$ cat src/rtl/lift_pkg.sv
package lift_pkg;
  typedef enum logic [1:0] {
    PH_IDLE = 2'd0,
    PH_RUN  = 2'd1,
    PH_DR1  = 2'd2,
    PH_DR2  = 2'd3
  } phase_e;
endpackage

$ cat src/rtl/lift_mac.sv
// y = u + round(c * (l + r)), round half up at FRAC fraction bits
module lift_mac #(
  parameter int IW   = 19,
  parameter int CW   = 16,
  parameter int FRAC = 14
) (
  input  logic signed [IW-1:0] u_i,
  input  logic signed [IW-1:0] l_i,
  input  logic signed [IW-1:0] r_i,
  input  logic signed [CW-1:0] c_i,
  output logic signed [IW-1:0] y_o
);
  localparam int PW = IW + 1 + CW;
  localparam logic signed [PW-1:0] HALF = PW'(1) <<< (FRAC - 1);

  logic signed [IW:0]   sum;
  logic signed [PW-1:0] prod;
  logic signed [PW-1:0] rnd;
  logic signed [PW-1:0] shf;

  always_comb begin
    sum  = $signed({l_i[IW-1], l_i}) + $signed({r_i[IW-1], r_i});
    prod = PW'(sum) * PW'(c_i);
    rnd  = prod + HALF;
    shf  = rnd >>> FRAC;
    y_o  = u_i + $signed(shf[IW-1:0]);
  end
endmodule

$ cat src/rtl/lift_core.sv
// One fused iteration: four lifting steps plus scaling, border mirrors by select
module lift_core #(
  parameter int IW   = 19,
  parameter int CW   = 16,
  parameter int FRAC = 14,
  parameter logic signed [CW-1:0] C_A  = -16'sd25987,
  parameter logic signed [CW-1:0] C_B  = -16'sd868,
  parameter logic signed [CW-1:0] C_G  = 16'sd14466,
  parameter logic signed [CW-1:0] C_D  = 16'sd7266,
  parameter logic signed [CW-1:0] C_LO = 16'sd14252,
  parameter logic signed [CW-1:0] C_HI = -16'sd18835
) (
  input  logic signed [IW-1:0] xe_p_i,
  input  logic signed [IW-1:0] xo_p_i,
  input  logic signed [IW-1:0] xe_n_i,
  input  logic signed [IW-1:0] d1_pp_i,
  input  logic signed [IW-1:0] s1_pp_i,
  input  logic signed [IW-1:0] d2_ppp_i,
  input  logic                 mir_d1_i,
  input  logic                 mir_d2_i,
  input  logic                 mir_s1_i,
  output logic signed [IW-1:0] d1_o,
  output logic signed [IW-1:0] s1_o,
  output logic signed [IW-1:0] d2_o,
  output logic signed [IW-1:0] lo_o,
  output logic signed [IW-1:0] hi_o
);
  logic signed [IW-1:0] d1_left, s1_right, d2_left, s2;
  logic signed [IW-1:0] sc_in [2];
  logic signed [IW-1:0] sc_out[2];
  logic signed [CW-1:0] sc_c  [2];

  assign d1_left  = mir_d1_i ? d1_o  : d1_pp_i;
  assign s1_right = mir_s1_i ? s1_pp_i : s1_o;
  assign d2_left  = mir_d2_i ? d2_o  : d2_ppp_i;

  lift_mac #(.IW(IW), .CW(CW), .FRAC(FRAC)) u_step_a (
    .u_i(xo_p_i), .l_i(xe_p_i), .r_i(xe_n_i), .c_i(C_A), .y_o(d1_o));
  lift_mac #(.IW(IW), .CW(CW), .FRAC(FRAC)) u_step_b (
    .u_i(xe_p_i), .l_i(d1_left), .r_i(d1_o), .c_i(C_B), .y_o(s1_o));
  lift_mac #(.IW(IW), .CW(CW), .FRAC(FRAC)) u_step_g (
    .u_i(d1_pp_i), .l_i(s1_pp_i), .r_i(s1_right), .c_i(C_G), .y_o(d2_o));
  lift_mac #(.IW(IW), .CW(CW), .FRAC(FRAC)) u_step_d (
    .u_i(s1_pp_i), .l_i(d2_left), .r_i(d2_o), .c_i(C_D), .y_o(s2));

  assign sc_in[0] = s2;
  assign sc_in[1] = d2_o;
  assign sc_c[0]  = C_LO;
  assign sc_c[1]  = C_HI;

  for (genvar g = 0; g < 2; g++) begin : g_scale
    lift_mac #(.IW(IW), .CW(CW), .FRAC(FRAC)) u_scale (
      .u_i('0), .l_i(sc_in[g]), .r_i('0), .c_i(sc_c[g]), .y_o(sc_out[g]));
  end

  assign lo_o = sc_out[0];
  assign hi_o = sc_out[1];
endmodule

$ cat src/rtl/lift_seq.sv
// Line phase tracking: load, run, two drain steps
module lift_seq
  import lift_pkg::*;
#(
  parameter int LW = 12
) (
  input  logic          clk_i,
  input  logic          rst_ni,
  input  logic [LW-1:0] len_i,
  input  logic          in_valid_i,
  input  logic          stall_i,
  output logic          in_ready_o,
  output logic          adv_o,
  output logic          emit_o,
  output logic          mir_d1_o,
  output logic          mir_d2_o,
  output logic          mir_s1_o,
  output logic          mir_e_o,
  output logic          last_o,
  output phase_e        ph_o
);
  localparam int KW = LW - 1;

  phase_e        ph;
  logic [KW-1:0] k, npairs;
  logic          take;

  assign ph_o       = ph;
  assign in_ready_o = (ph == PH_IDLE || ph == PH_RUN) && !stall_i;
  assign take       = in_valid_i && in_ready_o;
  assign adv_o      = take || ((ph == PH_DR1 || ph == PH_DR2) && !stall_i);
  assign emit_o     = (ph == PH_RUN && k >= KW'(2)) || ph == PH_DR1 || ph == PH_DR2;
  assign mir_d1_o   = (ph == PH_RUN) && (k == KW'(1));
  assign mir_d2_o   = (ph == PH_RUN) && (k == KW'(2));
  assign mir_e_o    = (ph == PH_DR1);
  assign mir_s1_o   = (ph == PH_DR2);
  assign last_o     = (ph == PH_DR2);

  always_ff @(posedge clk_i or negedge rst_ni) begin
    if (!rst_ni) begin
      ph     <= PH_IDLE;
      k      <= '0;
      npairs <= '0;
    end else if (adv_o) begin
      unique case (ph)
        PH_IDLE: begin
          npairs <= len_i[LW-1:1];
          k      <= KW'(1);
          ph     <= PH_RUN;
        end
        PH_RUN: begin
          k <= k + KW'(1);
          if (k == npairs - KW'(1)) ph <= PH_DR1;
        end
        PH_DR1:  ph <= PH_DR2;
        default: ph <= PH_IDLE;
      endcase
    end
  end
endmodule

$ cat src/rtl/lift97_stream.sv
module lift97_stream
  import lift_pkg::*;
#(
  parameter int DW    = 16,
  parameter int GUARD = 3,
  parameter int CW    = 16,
  parameter int FRAC  = 14,
  parameter int LW    = 12,
  parameter logic signed [CW-1:0] C_A  = -16'sd25987,
  parameter logic signed [CW-1:0] C_B  = -16'sd868,
  parameter logic signed [CW-1:0] C_G  = 16'sd14466,
  parameter logic signed [CW-1:0] C_D  = 16'sd7266,
  parameter logic signed [CW-1:0] C_LO = 16'sd14252,
  parameter logic signed [CW-1:0] C_HI = -16'sd18835,
  localparam int IW = DW + GUARD
) (
  input  logic                 clk_i,
  input  logic                 rst_ni,
  input  logic [LW-1:0]        len_i,
  input  logic                 in_valid_i,
  output logic                 in_ready_o,
  input  logic signed [DW-1:0] in_even_i,
  input  logic signed [DW-1:0] in_odd_i,
  output logic                 out_valid_o,
  input  logic                 out_ready_i,
  output logic signed [IW-1:0] out_lo_o,
  output logic signed [IW-1:0] out_hi_o,
  output logic                 out_last_o
);
  phase_e ph;
  logic   stall, adv, emit, mir_d1, mir_d2, mir_s1, mir_e, last_c;

  logic signed [IW-1:0] xe_p, xo_p, d1_pp, s1_pp, d2_ppp;
  logic signed [IW-1:0] xe_in, xo_in, xe_n;
  logic signed [IW-1:0] d1_c, s1_c, d2_c, lo_c, hi_c;

  assign stall = out_valid_o && !out_ready_i;
  assign xe_in = {{GUARD{in_even_i[DW-1]}}, in_even_i};
  assign xo_in = {{GUARD{in_odd_i[DW-1]}}, in_odd_i};
  // right border: next even sample mirrors to the previous one
  assign xe_n  = mir_e ? xe_p : xe_in;

  lift_seq #(.LW(LW)) u_seq (
    .clk_i     (clk_i),
    .rst_ni    (rst_ni),
    .len_i     (len_i),
    .in_valid_i(in_valid_i),
    .stall_i   (stall),
    .in_ready_o(in_ready_o),
    .adv_o     (adv),
    .emit_o    (emit),
    .mir_d1_o  (mir_d1),
    .mir_d2_o  (mir_d2),
    .mir_s1_o  (mir_s1),
    .mir_e_o   (mir_e),
    .last_o    (last_c),
    .ph_o      (ph)
  );

  lift_core #(
    .IW(IW), .CW(CW), .FRAC(FRAC),
    .C_A(C_A), .C_B(C_B), .C_G(C_G), .C_D(C_D), .C_LO(C_LO), .C_HI(C_HI)
  ) u_core (
    .xe_p_i  (xe_p),
    .xo_p_i  (xo_p),
    .xe_n_i  (xe_n),
    .d1_pp_i (d1_pp),
    .s1_pp_i (s1_pp),
    .d2_ppp_i(d2_ppp),
    .mir_d1_i(mir_d1),
    .mir_d2_i(mir_d2),
    .mir_s1_i(mir_s1),
    .d1_o    (d1_c),
    .s1_o    (s1_c),
    .d2_o    (d2_c),
    .lo_o    (lo_c),
    .hi_o    (hi_c)
  );

  // carried state, shifted by one iteration per advance
  always_ff @(posedge clk_i or negedge rst_ni) begin
    if (!rst_ni) begin
      xe_p   <= '0;
      xo_p   <= '0;
      d1_pp  <= '0;
      s1_pp  <= '0;
      d2_ppp <= '0;
    end else if (adv) begin
      xe_p   <= xe_n;
      xo_p   <= xo_in;
      d1_pp  <= d1_c;
      s1_pp  <= s1_c;
      d2_ppp <= d2_c;
    end
  end

  always_ff @(posedge clk_i or negedge rst_ni) begin
    if (!rst_ni) begin
      out_valid_o <= 1'b0;
      out_last_o  <= 1'b0;
      out_lo_o    <= '0;
      out_hi_o    <= '0;
    end else if (adv && emit) begin
      out_valid_o <= 1'b1;
      out_last_o  <= last_c;
      out_lo_o    <= lo_c;
      out_hi_o    <= hi_c;
    end else if (out_ready_i) begin
      out_valid_o <= 1'b0;
      out_last_o  <= 1'b0;
    end
  end
endmodule

$ cat config.mk
export PLATFORM = sky130hd
export DESIGN_NAME = lift97_stream
export DESIGN_NICKNAME = d
export VERILOG_FILES = /design/src/rtl/lift_pkg.sv /design/src/rtl/lift_mac.sv /design/src/rtl/lift_core.sv /design/src/rtl/lift_seq.sv /design/src/rtl/lift97_stream.sv
export SDC_FILE = /design/constraint.sdc
export NUM_CORES = 2
export LEC_CHECK = 0
export ABC_AREA = 1
export BUFFER_PORTS_ARGS = -buffer_cell sky130_fd_sc_hd__buf_4
export CAP_MARGIN = 20
export CORE_UTILIZATION = 45
export DETAILED_ROUTE_END_ITERATION = 6
export SLEW_MARGIN = 30
export SYNTH_ARGS = -nofsm -noshare
export SYNTH_HDL_FRONTEND = slang
export SYNTH_SLANG_ARGS = --single-unit
$ cat constraint.sdc
create_clock -name clk_i -period 62.3 [get_ports clk_i]
set_clock_uncertainty 0.15 [all_clocks]
set_input_delay 6.23 -clock clk_i [delete_from_list [all_inputs] [get_ports clk_i]]
set_output_delay 6.23 -clock clk_i [all_outputs]
set_load 0.05 [all_outputs]
==> results.md <==
* Outcome: finished clean
* Setup TNS at 0 ps
* DR WL/cell at about 15 um
* Vias at 37100
* Most common cell in the netlist: inv_1
* Clock root cell: clkbuf_16
* Largest family of logic cells by synthesized area: adder cells
* Worst-Skew Late Latency at ~510 ps
* Max Transition Viols Final at 0
* Seq/Total Area, Yosys at 8.43%
* Detail Route Antenna Nets at 0
* Chip width at 323 um
* Drt drc at 0
* Design area at 49300 um^2
* Grt total ovfl at 0
* Number of max-cap violations at 0
* Crit Path Max Fanout at 24
* Worst hold path class: flip-flop to flip-flop
* CP max stage delay at a little over 700 ps
* Num CTS Buffers at 17
* CTS H-tree depth at 4
* Least-Margin Pin Slew at 891 ps
* Post-DP HPWL at 102000 um
* Post-synthesis adder-cell area fraction at between 40 and 50%
* First-pass GRT wire length at roughly 190000 um
* Vert. Die Dim at between 300 and 400 um
* Fin crit share at 75.1%
* Slowest library cell on the worst path: o311ai_0
* Final setup vio count at 0
* CTS tree: yes
* Area after DPL at a little under 50000 um^2
* Post-synthesis cell count at between 5000 and 6000
* Compound-Gate Fraction of Synth Area at 10.0%
* Drt total wl at ~120000 um
* Die ar. at about 100000 um^2
* Mapped Avg Cell Area at around 7.7 um^2
* Crit end category: flip-flop
* Main synth FF type: dfrtp_1
* Simple-gate share of the synthesized area at ~16%
* # hold bufs at CTS at 0
* Top-area cell type share of the netlist area at 24.4%
* Largest net degree at the start of global routing at between 100 and 150
* Post-synth top cells: inv_1, nand2_1, ha_1
* Layout Utilization at 48.4%
* Final Critical Period at about 47000 ps
* Final nets at approximately 7500
* WS Path Type: input pin to flip-flop
* First drt pass iteration count at 6
* Total Routing Usage GR at between 20% and 30%
* Setup repair after global routing missed its margin: no
* Fraction of synthesized cell area in xor and xnor cells at ~6.3%
* Most used cell, CP: nand2_1
* I/O pin cnt at 89
* Synth warn at 0
* Slew HR at ~40%
* Post-CTS Setup Bufs at 0
* Most area-hungry cell type in the Yosys netlist: fa_1
* Gpl congestion at ~0.9
* Layout cells sized above 1 at under 10%
* Synthesized area at 46300 um^2
* Final hold violations at 0
* Critical Path RT at ~63000 ps
* Synth area leaders: fa_1, ha_1, inv_1, dfrtp_1, nand2_1
* Clock transition at path regs at roughly 60 ps
* CTS sink count at 156
* Fmax at approximately 21 MHz
* Async S/R FF share, synth at 100%
* DRT iter0 DRCs at between 1500 and 2000
* Vias in the first global route at between 30000 and 40000
* Synth cell types at 70
* IO buf count at between 80 and 90
* Core area at 102000 um^2
* CP Launch Type: input pin
* Count of flip-flops with a built-in enable after synthesis at 0
* Antenna violations before repair at 2
* Cells resized by post-CTS repair at 0
* CTS Buffer Depth at 2
* Area delta synth->final at 6.41%
* Vias per cell at 4.98
* Arr. time, crit path at between 40000 and 50000 ps
* Std cell rows at 117
* Number of synthesized register bits at between 150 and 200
* Mux contribution to synthesized area at 0.0216%
* Syn_nets at approximately 7400
* Initial Util at a little under half
-- layout by cell type (no fill, tap or decap), drive strengths merged, types with 84 or more instances in the layout --
| cell type | count |
|---|---|
| a21oi | 336 |
| nand2 | 1037 |
| xnor2 | 84 |
| dfrtp | 156 |
| nor2 | 274 |
| xor2 | 235 |
| nand3 | 202 |
| ha | 830 |
| buf | 100 |
| fa | 564 |
| inv | 1510 |
| o21ai | 340 |
-- kinds of logic after synthesis --
kind of cell,Yosys count
buf+inv,1553
xor+xnor,319
mux,1
fa+ha+maj,1395
compound gates,842
simple gates,1716
flops,156
-- worst paths after layout --
kind                                       endpoint                       from  cells past startpoint  slack, ps
setup / recovery           out_lo_o[17]$_DFFE_PN0P_               in_even_i[0]                    205      15480
hold / removal             out_lo_o[17]$_DFFE_PN0P_   out_lo_o[17]$_DFFE_PN0P_                      2        330
setup reg to reg           out_lo_o[17]$_DFFE_PN0P_  u_seq.ph_o[0]$_DFFE_PN0P_                    206      19380
hold reg to reg            out_lo_o[17]$_DFFE_PN0P_   out_lo_o[17]$_DFFE_PN0P_                      2        330
max in group asynchronous    u_seq.k[9]$_DFFE_PN0P_                     rst_ni                      3      54480
min in group asynchronous   out_hi_o[5]$_DFFE_PN0P_                     rst_ni                      1       5460
-- state kept, by name (all words and copies together), names as in the netlist --
signal / count
xo_p: 16
s1_pp: 19
u_seq.k: 11
out_last_o: 1
u_seq.ph_o: 2
d2_ppp: 19
u_seq.npairs: 11
out_hi_o: 19
out_valid_o: 1
d1_pp: 19
out_lo_o: 19
xe_p: 19
-- through the flow --
step                hold slack (ps)  instances  setup slack [ps]
floorplan                       299       5982             22370
finish                          328       7436             15480
global placement                314       7403             15260
detailed placement              317       7403             15040
CTS                             335       7435             15420
global route                    359       7436             12260
-- final cells by class --
cell class | count | area [um^2]
Timing Repair Buffer | 100 | 758
Tap cell | 1368 | 1710
Antenna cell | 1 | 2.50
Clock buffer | 18 | 439
Multi-Input combinational cell | 4273 | 36600
Clock inverter | 14 | 206
Fill cell | 10300 | 52600
Sequential cell | 156 | 3900
Inverter | 1506 | 5650
-- per-layer routing --
layer | routed length (um) | vias to the layer above | GRT usage, %
met3 | 3350 | 86 | 1.95
met2 | 54800 | 574 | 39.4
met1 | 55200 | 17500 | 31.2
met4 | 1910 | 0 | 4.64
li1 | - | 18900 | -
met5 | 0 | - | 0
-- critical path: cells and delay by family --
kind,cells,cell delay (ps)
fa+ha+maj,40,16640
simple gates,85,11080
compound gates,25,5230
xor+xnor,13,4140
buf+inv,42,3650
Power is left out: the tool's default activity adds up to more than one toggle a clock period on the data nets, which glitch-free logic cannot reach.
